**src/rtl/bxr_pkg.sv**
```systemverilog
package bxr_pkg;
  typedef enum logic [1:0] {
    DRV_NONE = 2'd0,
    DRV_A    = 2'd1,
    DRV_B    = 2'd2
  } drive_e;

  function automatic drive_e drive_decode(input logic en_n, input logic dir);
    if (en_n)     return DRV_NONE;
    else if (dir) return DRV_B;
    else          return DRV_A;
  endfunction
endpackage

```
**src/rtl/bxr_store.sv**
```systemverilog
module bxr_store #(
  parameter int W = 8
) (
  input  logic         clk_i,
  input  logic         rst_ni,
  input  logic         strobe_i,
  input  logic [W-1:0] d_i,
  output logic [W-1:0] q_o
);
  logic strobe_q;
  logic load;

  assign load = strobe_i & ~strobe_q;

  always_ff @(posedge clk_i or negedge rst_ni) begin
    if (!rst_ni) begin
      strobe_q <= 1'b0;
      q_o      <= '0;
    end else begin
      strobe_q <= strobe_i;
      if (load) q_o <= d_i;
    end
  end

  p_capture_r4: assert property (@(posedge clk_i) disable iff (!rst_ni)
    (strobe_i && !strobe_q) |=> (q_o == $past(d_i)));

  p_hold_r4: assert property (@(posedge clk_i) disable iff (!rst_ni)
    !(strobe_i && !strobe_q) |=> $stable(q_o));
endmodule

```
**src/rtl/bxr_channel.sv**
```systemverilog
module bxr_channel #(
  parameter bit INVERT = 1'b0
) (
  input  logic live_i,
  input  logic stored_i,
  input  logic sel_i,
  output logic y_o
);
  logic pick;

  always_comb begin
    pick = sel_i ? stored_i : live_i;
    y_o  = pick ^ INVERT;
  end
endmodule

```
**src/rtl/bxr_path.sv**
```systemverilog
module bxr_path #(
  parameter int W      = 8,
  parameter bit INVERT = 1'b0
) (
  input  logic [W-1:0] live_i,
  input  logic [W-1:0] stored_i,
  input  logic         sel_i,
  output logic [W-1:0] y_o
);
  for (genvar i = 0; i < W; i++) begin : g_ch
    bxr_channel #(.INVERT(INVERT)) i_ch (
      .live_i  (live_i[i]),
      .stored_i(stored_i[i]),
      .sel_i   (sel_i),
      .y_o     (y_o[i])
    );
  end
endmodule

```
**src/rtl/bxr_dir_ctrl.sv**
```systemverilog
module bxr_dir_ctrl
  import bxr_pkg::*;
#(
  parameter bit REG_OE = 1'b0
) (
  input  logic clk_i,
  input  logic rst_ni,
  input  logic en_ni,
  input  logic dir_i,
  output logic drv_a_o,
  output logic drv_b_o
);
  drive_e mode_d;

  assign mode_d = drive_decode(en_ni, dir_i);

  if (REG_OE) begin : g_reg
    drive_e mode_q;
    always_ff @(posedge clk_i or negedge rst_ni) begin
      if (!rst_ni) mode_q <= DRV_NONE;
      else         mode_q <= mode_d;
    end
    assign drv_a_o = (mode_q == DRV_A);
    assign drv_b_o = (mode_q == DRV_B);

    p_reg_follow_r11: assert property (@(posedge clk_i) disable iff (!rst_ni)
      1'b1 |=> (drv_a_o == (!$past(en_ni) && !$past(dir_i))));
  end else begin : g_comb
    assign drv_a_o = rst_ni && (mode_d == DRV_A);
    assign drv_b_o = rst_ni && (mode_d == DRV_B);

    p_isolate_r1: assert property (@(posedge clk_i) disable iff (!rst_ni)
      en_ni |-> (!drv_a_o && !drv_b_o));
  end

  p_never_both_r8: assert property (@(posedge clk_i) disable iff (!rst_ni)
    !(drv_a_o && drv_b_o));
endmodule

```
**src/rtl/bus_link_xcvr.sv**
```systemverilog
module bus_link_xcvr #(
  parameter int W      = 8,
  parameter bit INVERT = 1'b0,
  parameter bit REG_OE = 1'b0
) (
  input  logic         clk_i,
  input  logic         rst_ni,
  input  logic         en_ni,
  input  logic         dir_i,
  input  logic         sel_ab_i,
  input  logic         sel_ba_i,
  input  logic         cap_ab_i,
  input  logic         cap_ba_i,
  input  logic [W-1:0] a_i,
  output logic [W-1:0] a_o,
  output logic [W-1:0] a_oe_o,
  input  logic [W-1:0] b_i,
  output logic [W-1:0] b_o,
  output logic [W-1:0] b_oe_o
);
  localparam logic [W-1:0] InvMask = {W{INVERT}};

  logic [W-1:0] reg_a;
  logic [W-1:0] reg_b;
  logic         drv_a;
  logic         drv_b;

  bxr_store #(.W(W)) i_store_a (
    .clk_i   (clk_i),
    .rst_ni  (rst_ni),
    .strobe_i(cap_ab_i),
    .d_i     (a_i),
    .q_o     (reg_a)
  );

  bxr_store #(.W(W)) i_store_b (
    .clk_i   (clk_i),
    .rst_ni  (rst_ni),
    .strobe_i(cap_ba_i),
    .d_i     (b_i),
    .q_o     (reg_b)
  );

  // A register feeds the B bus, B register feeds the A bus
  bxr_path #(.W(W), .INVERT(INVERT)) i_path_to_b (
    .live_i  (a_i),
    .stored_i(reg_a),
    .sel_i   (sel_ab_i),
    .y_o     (b_o)
  );

  bxr_path #(.W(W), .INVERT(INVERT)) i_path_to_a (
    .live_i  (b_i),
    .stored_i(reg_b),
    .sel_i   (sel_ba_i),
    .y_o     (a_o)
  );

  bxr_dir_ctrl #(.REG_OE(REG_OE)) i_dir (
    .clk_i  (clk_i),
    .rst_ni (rst_ni),
    .en_ni  (en_ni),
    .dir_i  (dir_i),
    .drv_a_o(drv_a),
    .drv_b_o(drv_b)
  );

  assign a_oe_o = {W{drv_a}};
  assign b_oe_o = {W{drv_b}};

  p_live_b_r6: assert property (@(posedge clk_i) disable iff (!rst_ni)
    !sel_ab_i |-> (b_o == (a_i ^ InvMask)));

  p_live_a_r7: assert property (@(posedge clk_i) disable iff (!rst_ni)
    !sel_ba_i |-> (a_o == (b_i ^ InvMask)));

  p_bus_exclusive_r8: assert property (@(posedge clk_i) disable iff (!rst_ni)
    !((|a_oe_o) && (|b_oe_o)));

  always_comb begin
    if (!rst_ni) p_reset_quiet_r9: assert (a_oe_o == '0 && b_oe_o == '0);
  end
endmodule

```
**config.mk**
```make
export PLATFORM = sky130hd
export DESIGN_NAME = bus_link_xcvr
export DESIGN_NICKNAME = d
export VERILOG_FILES = /design/src/rtl/bxr_pkg.sv /design/src/rtl/bxr_store.sv /design/src/rtl/bxr_channel.sv /design/src/rtl/bxr_path.sv /design/src/rtl/bxr_dir_ctrl.sv /design/src/rtl/bus_link_xcvr.sv
export SDC_FILE = /design/constraint.sdc
export NUM_CORES = 1
export LEC_CHECK = 0
export BUFFER_PORTS_ARGS = -buffer_cell sky130_fd_sc_hd__clkbuf_2
export CAP_MARGIN = 20
export CELL_PAD_IN_SITES_DETAIL_PLACEMENT = 1
export CELL_PAD_IN_SITES_GLOBAL_PLACEMENT = 2
export CORE_ASPECT_RATIO = 1.1
export CORE_MARGIN = 5
export CORE_UTILIZATION = 26
export CTS_CLUSTER_SIZE = 8
export DETAILED_ROUTE_END_ITERATION = 10
export GPL_TIMING_DRIVEN = 0
export PLACE_DENSITY = 0.72
export SYNTH_ARGS = -nofsm -noshare
export SYNTH_HDL_FRONTEND = slang
export SYNTH_HIERARCHICAL = 1
export SYNTH_SLANG_ARGS = --single-unit
```
**constraint.sdc**
```tcl
create_clock -name clk_i -period 1.1 [get_ports clk_i]
set_input_delay 0.22 -clock clk_i [delete_from_list [all_inputs] [get_ports clk_i]]
set_output_delay 0.22 -clock clk_i [all_outputs]
set_load 0.05 [all_outputs]
```
After elaboration in Yosys (flattened, before gate mapping)
Index checks and enable logic that the tools add are counted.
- memories kept: 0
- latch bits: 0
- word-level logic and storage cells: 30
- input bits: 24
- bits in read-only memories: 0
- bits in registers: 18
- memory bits (writable): 0
- add/subtract/negate cells: 0
- order comparisons: 0
- shifts and indexed selects: 0
- bitwise operators: 4
- multiplexer cells: 18
- eq/ne operators: 2
- reduce and logical (&&, ||, !) cells: 2
- $mul: 0
- divide/modulo/power cells: 0
- operator list (operator ; number):
    $mux 1 ; 16
    $mux 2 ; 2
    $and 1x1->1 ; 2
    $eq 2x1->1 const B ; 1
    $eq 2x2->1 const B ; 1
    $logic_and 1x1->1 ; 2
    $not 1->1 ; 2

Logic depth before layout (Yosys ltp)
- depth after elaboration: 4
- mapped depth: 3

Hierarchy
The synthesis kept the hierarchy.
- modules (own cells, without submodules) (module ; cells each ; instances ; area an instance (um^2)):
    bxr_store ; 19 ; 2 ; 370.4
    bxr_channel ; 1 ; 16 ; 15.0
    bus_link_xcvr ; 16 ; 1 ; 120.1
    bxr_dir_ctrl ; 2 ; 1 ; 21.3

Worst setup path before layout
No wires, ideal clock.
- path type: input port to output port
- start point: input port dir_i
- end point: output port a_oe_o[0]
- path slack: 0.047 ns
- data required time: 0.880 ns
- stages: 2
- arrival time: 0.833 ns
- cells stage by stage: nor3b_2 -> buf_4
- word-level cells in the longest chain between the ends: 4
- RTL lines (element ; RTL line ; source):
    start: declaration ; bus_link_xcvr.sv:9 ; input logic dir_i,
    $mux 2 ; bxr_pkg.sv:10 ; else if (dir) return DRV_B;
    $mux 2 ; bxr_pkg.sv:9 ; if (en_n) return DRV_NONE;
    $eq 2x1->1 ; bxr_dir_ctrl.sv:29 ; assign drv_a_o = rst_ni && (mode_d == DRV_A);
    $logic_and 1x1->1 ; bxr_dir_ctrl.sv:29 ;
    end: declaration ; bus_link_xcvr.sv:16 ; output logic [W-1:0] a_oe_o,
No other way between the ends.

Final worst setup path
- start point: register i_store_b.q_o[1]
- end point: output port a_o[1]
- word-level cells in the longest chain between the ends: 1
- RTL lines (element ; RTL line ; source):
    start: declaration ; bxr_store.sv:8 ; output logic [W-1:0] q_o
    start signal: assignment ; bxr_store.sv:21 ; if (load) q_o <= d_i;
    $mux 1 ; bxr_channel.sv:12 ; pick = sel_i ? stored_i : live_i;
    end: declaration ; bus_link_xcvr.sv:15 ; output logic [W-1:0] a_o,
No other way between the ends.

==> impl_metrics.ini <==
[synth]
synthCells = 72
ys_ff_latch = 18
yosys_warnings = 6
synth.net_count = 96
seq_area_frac_synth_pct = 40.13
synth_area_mm2 = 0.001122
ys_types = 7
avgSynthCellArea_um2 = 15.59

[cells_and_area]
fill_cells = 411
diodes = 0
area_growth_pct = 108.8
final_area_mm2 = 0.002344
nNetsFinal = 179
final_cell_mix = mux2_4, clkbuf_16, clkbuf_2
layout-drive-gt1-share_pct = 86.93
final_common_cell = mux2_4

[floorplan]
io-pin-count = 56
floorplan.initialDensity_pct = 26.38
coreArea_mm2 = 0.004254
die_h_um = 78.91
dieArea_mm2 = 0.005732
die_x_um = 72.65
rows = 25

[timing]
period_share_pct = 119.1
holdWs_ps = 88.44
max_freq_ghz = 0.7630
final-setup-viol-count = 32
fin_crit_ps = 1311
slew_headroom_pct = 66.16
skew_ps = 3.622
timing_max_transition_violations_final = 0
rsz0062_at_grt = true
worstMarginPinSlew_ps = 505.9
tns_ps = -4799
finalWorstSetupSlack_ps = -210.6
hold_viol = 0

[setup_path]
worstSetupStartpointType = register
critPathSlowestCell = dfrtp_1
crit_path_cell_trace = mux2_4 > clkbuf_16
end_kind = primary output
critical_path_required_ps = 880
crit_arrival_ps = 1090
path_delay_family = flip-flops
crit_path_max_fanout = 2
path_class = register to primary output
crit_path_max_incr_delay_ps = 390
crit_buf_inv = 1

[drt]
dr.pass1.iters = 2
vias = 837
totalWireLength_um = 3563
via_per_inst = 4.043
wl_per_cell_um = 17.21
route.detailed.drc = 0
first_iter_violations = 8
drtAntennaViolNets = 0

[clocking]
numCtsBuffers = 3
cts_tree = built
htree_num_levels = 1
clockBufferDepth = 2
cts-root-buf = clkbuf_8
cts.sinks = 18
clk_pin_slew_ps = 70
clk_latency_ps = 250

[grt]
grt_max_degree = 11
grt_usage_pct = 12.84
gr-max-usage-layer = met2
grt_use_met1_pct = 13.30
grtUsageMet2_pct = 24.10
met3_usage_pct = 3.671
first_global_vias = 967
grt_pass1_wl_um = 5416
grt_remaining_overflow = 0
antenna_found_initial = 0

[run]
drv_cap = 0

[pwr]
finalPower_mw = 2.638
power.leakage_nw = 1.168
ir_worst_vdd_v = 0.0005608
power.density_mw_per_mm2 = 1126

[placement]
gp_congestion = 0.7375
place_ws_ps = -785.9
hpwlAfterDp_um = 2053
port_buffers = 55
placed_area_mm2 = 0.001465

[min_path]
hp-class = input port to register

[status]
status = finished with violations
violations = setup timing
[kinds of logic (layout without fill, tap and decap cells)]
family                 after synthesis  in the layout  share of synthesized area [%]
DFF                                 18             18                          40.13
muxes                               32             32                          42.81
buffers and inverters               18             99                          12.71
and+or+nand+nor                      4              4                          4.348
[through the flow]
step	util (%)	std cells
6_report	55.09	207
2_1_floorplan	-	72
3_5_place_dp	34.44	181
3_3_place_gp	34.44	181
5_1_grt	55.09	207
4_1_cts	52.71	199
[flip-flops by register name, indices dropped and copies added, names as in the netlist]
| name | count |
|---|---|
| i_store_a/q_o | 8 |
| i_store_b/q_o | 8 |
| i_store_a/strobe_q | 1 |
| i_store_b/strobe_q | 1 |
[where the power goes]
group / switching [mW] / internal [mW]
sequential: 0.0516 / 0.752
combinational: 0.597 / 0.770
clock: 0.224 / 0.244
total: 0.872 / 1.77
[synthesized netlist by cell type]
| cell type | n | area share [%] |
|---|---|---|
| dfrtp_1 | 18 | 40 |
| nor2b_4 | 2 | 2.5 |
| and3b_1 | 1 | 0.78 |
| buf_4 | 16 | 11 |
| buf_6 | 2 | 2.0 |
| mux2_4 | 32 | 43 |
| nor3b_2 | 1 | 1.1 |
[metal layers]
| metal | up-vias | wire (um) |
|---|---|---|
| met2 | 30 | 2052 |
| met5 | - | 0 |
| met3 | 5 | 237 |
| li1 | 395 | - |
| met4 | 0 | 45 |
| met1 | 407 | 1228 |
[worst paths after layout]
| path | startpoint | to | slack, ps | cells past startpoint |
|---|---|---|---|---|
| worst min-delay path | cap_ab_i | i_store_a/strobe_q | 90 | 1 |
| max in group asynchronous | rst_ni | i_store_a/strobe_q | 290 | 2 |
| worst min register to register | i_store_b/q_o[2] | i_store_b/q_o[2] | 520 | 1 |
| worst max register to register | i_store_a/strobe_q | i_store_a/q_o[2] | 10 | 3 |
| worst max-delay path | i_store_b/q_o[1] | a_o[1] | -210 | 2 |
| min in group asynchronous | rst_ni | i_store_b/q_o[5] | 470 | 2 |
[what timing repair did]
item	in CTS	in global routing
resized for setup	108	27
pin swaps	1	2
gates cloned	1	0
endpoints found under the hold margin	18	0
hold buffers	2	0
buffers inserted	12	14
endpoints found under the setup margin	36	48
[layout make-up]
class / count / area (um^2) / share of cell area (%)
multi-input cells: 36 / 536.8 / 22.90
flip-flops and latches: 18 / 450.4 / 19.22
clock buffers: 3 / 41.29 / 1.762
repair buffers: 84 / 1105 / 47.14
plain buffers: 12 / 142.6 / 6.086
well taps: 54 / 67.56 / 2.883
No activity file was read; power rests on OpenSTA's default activity.
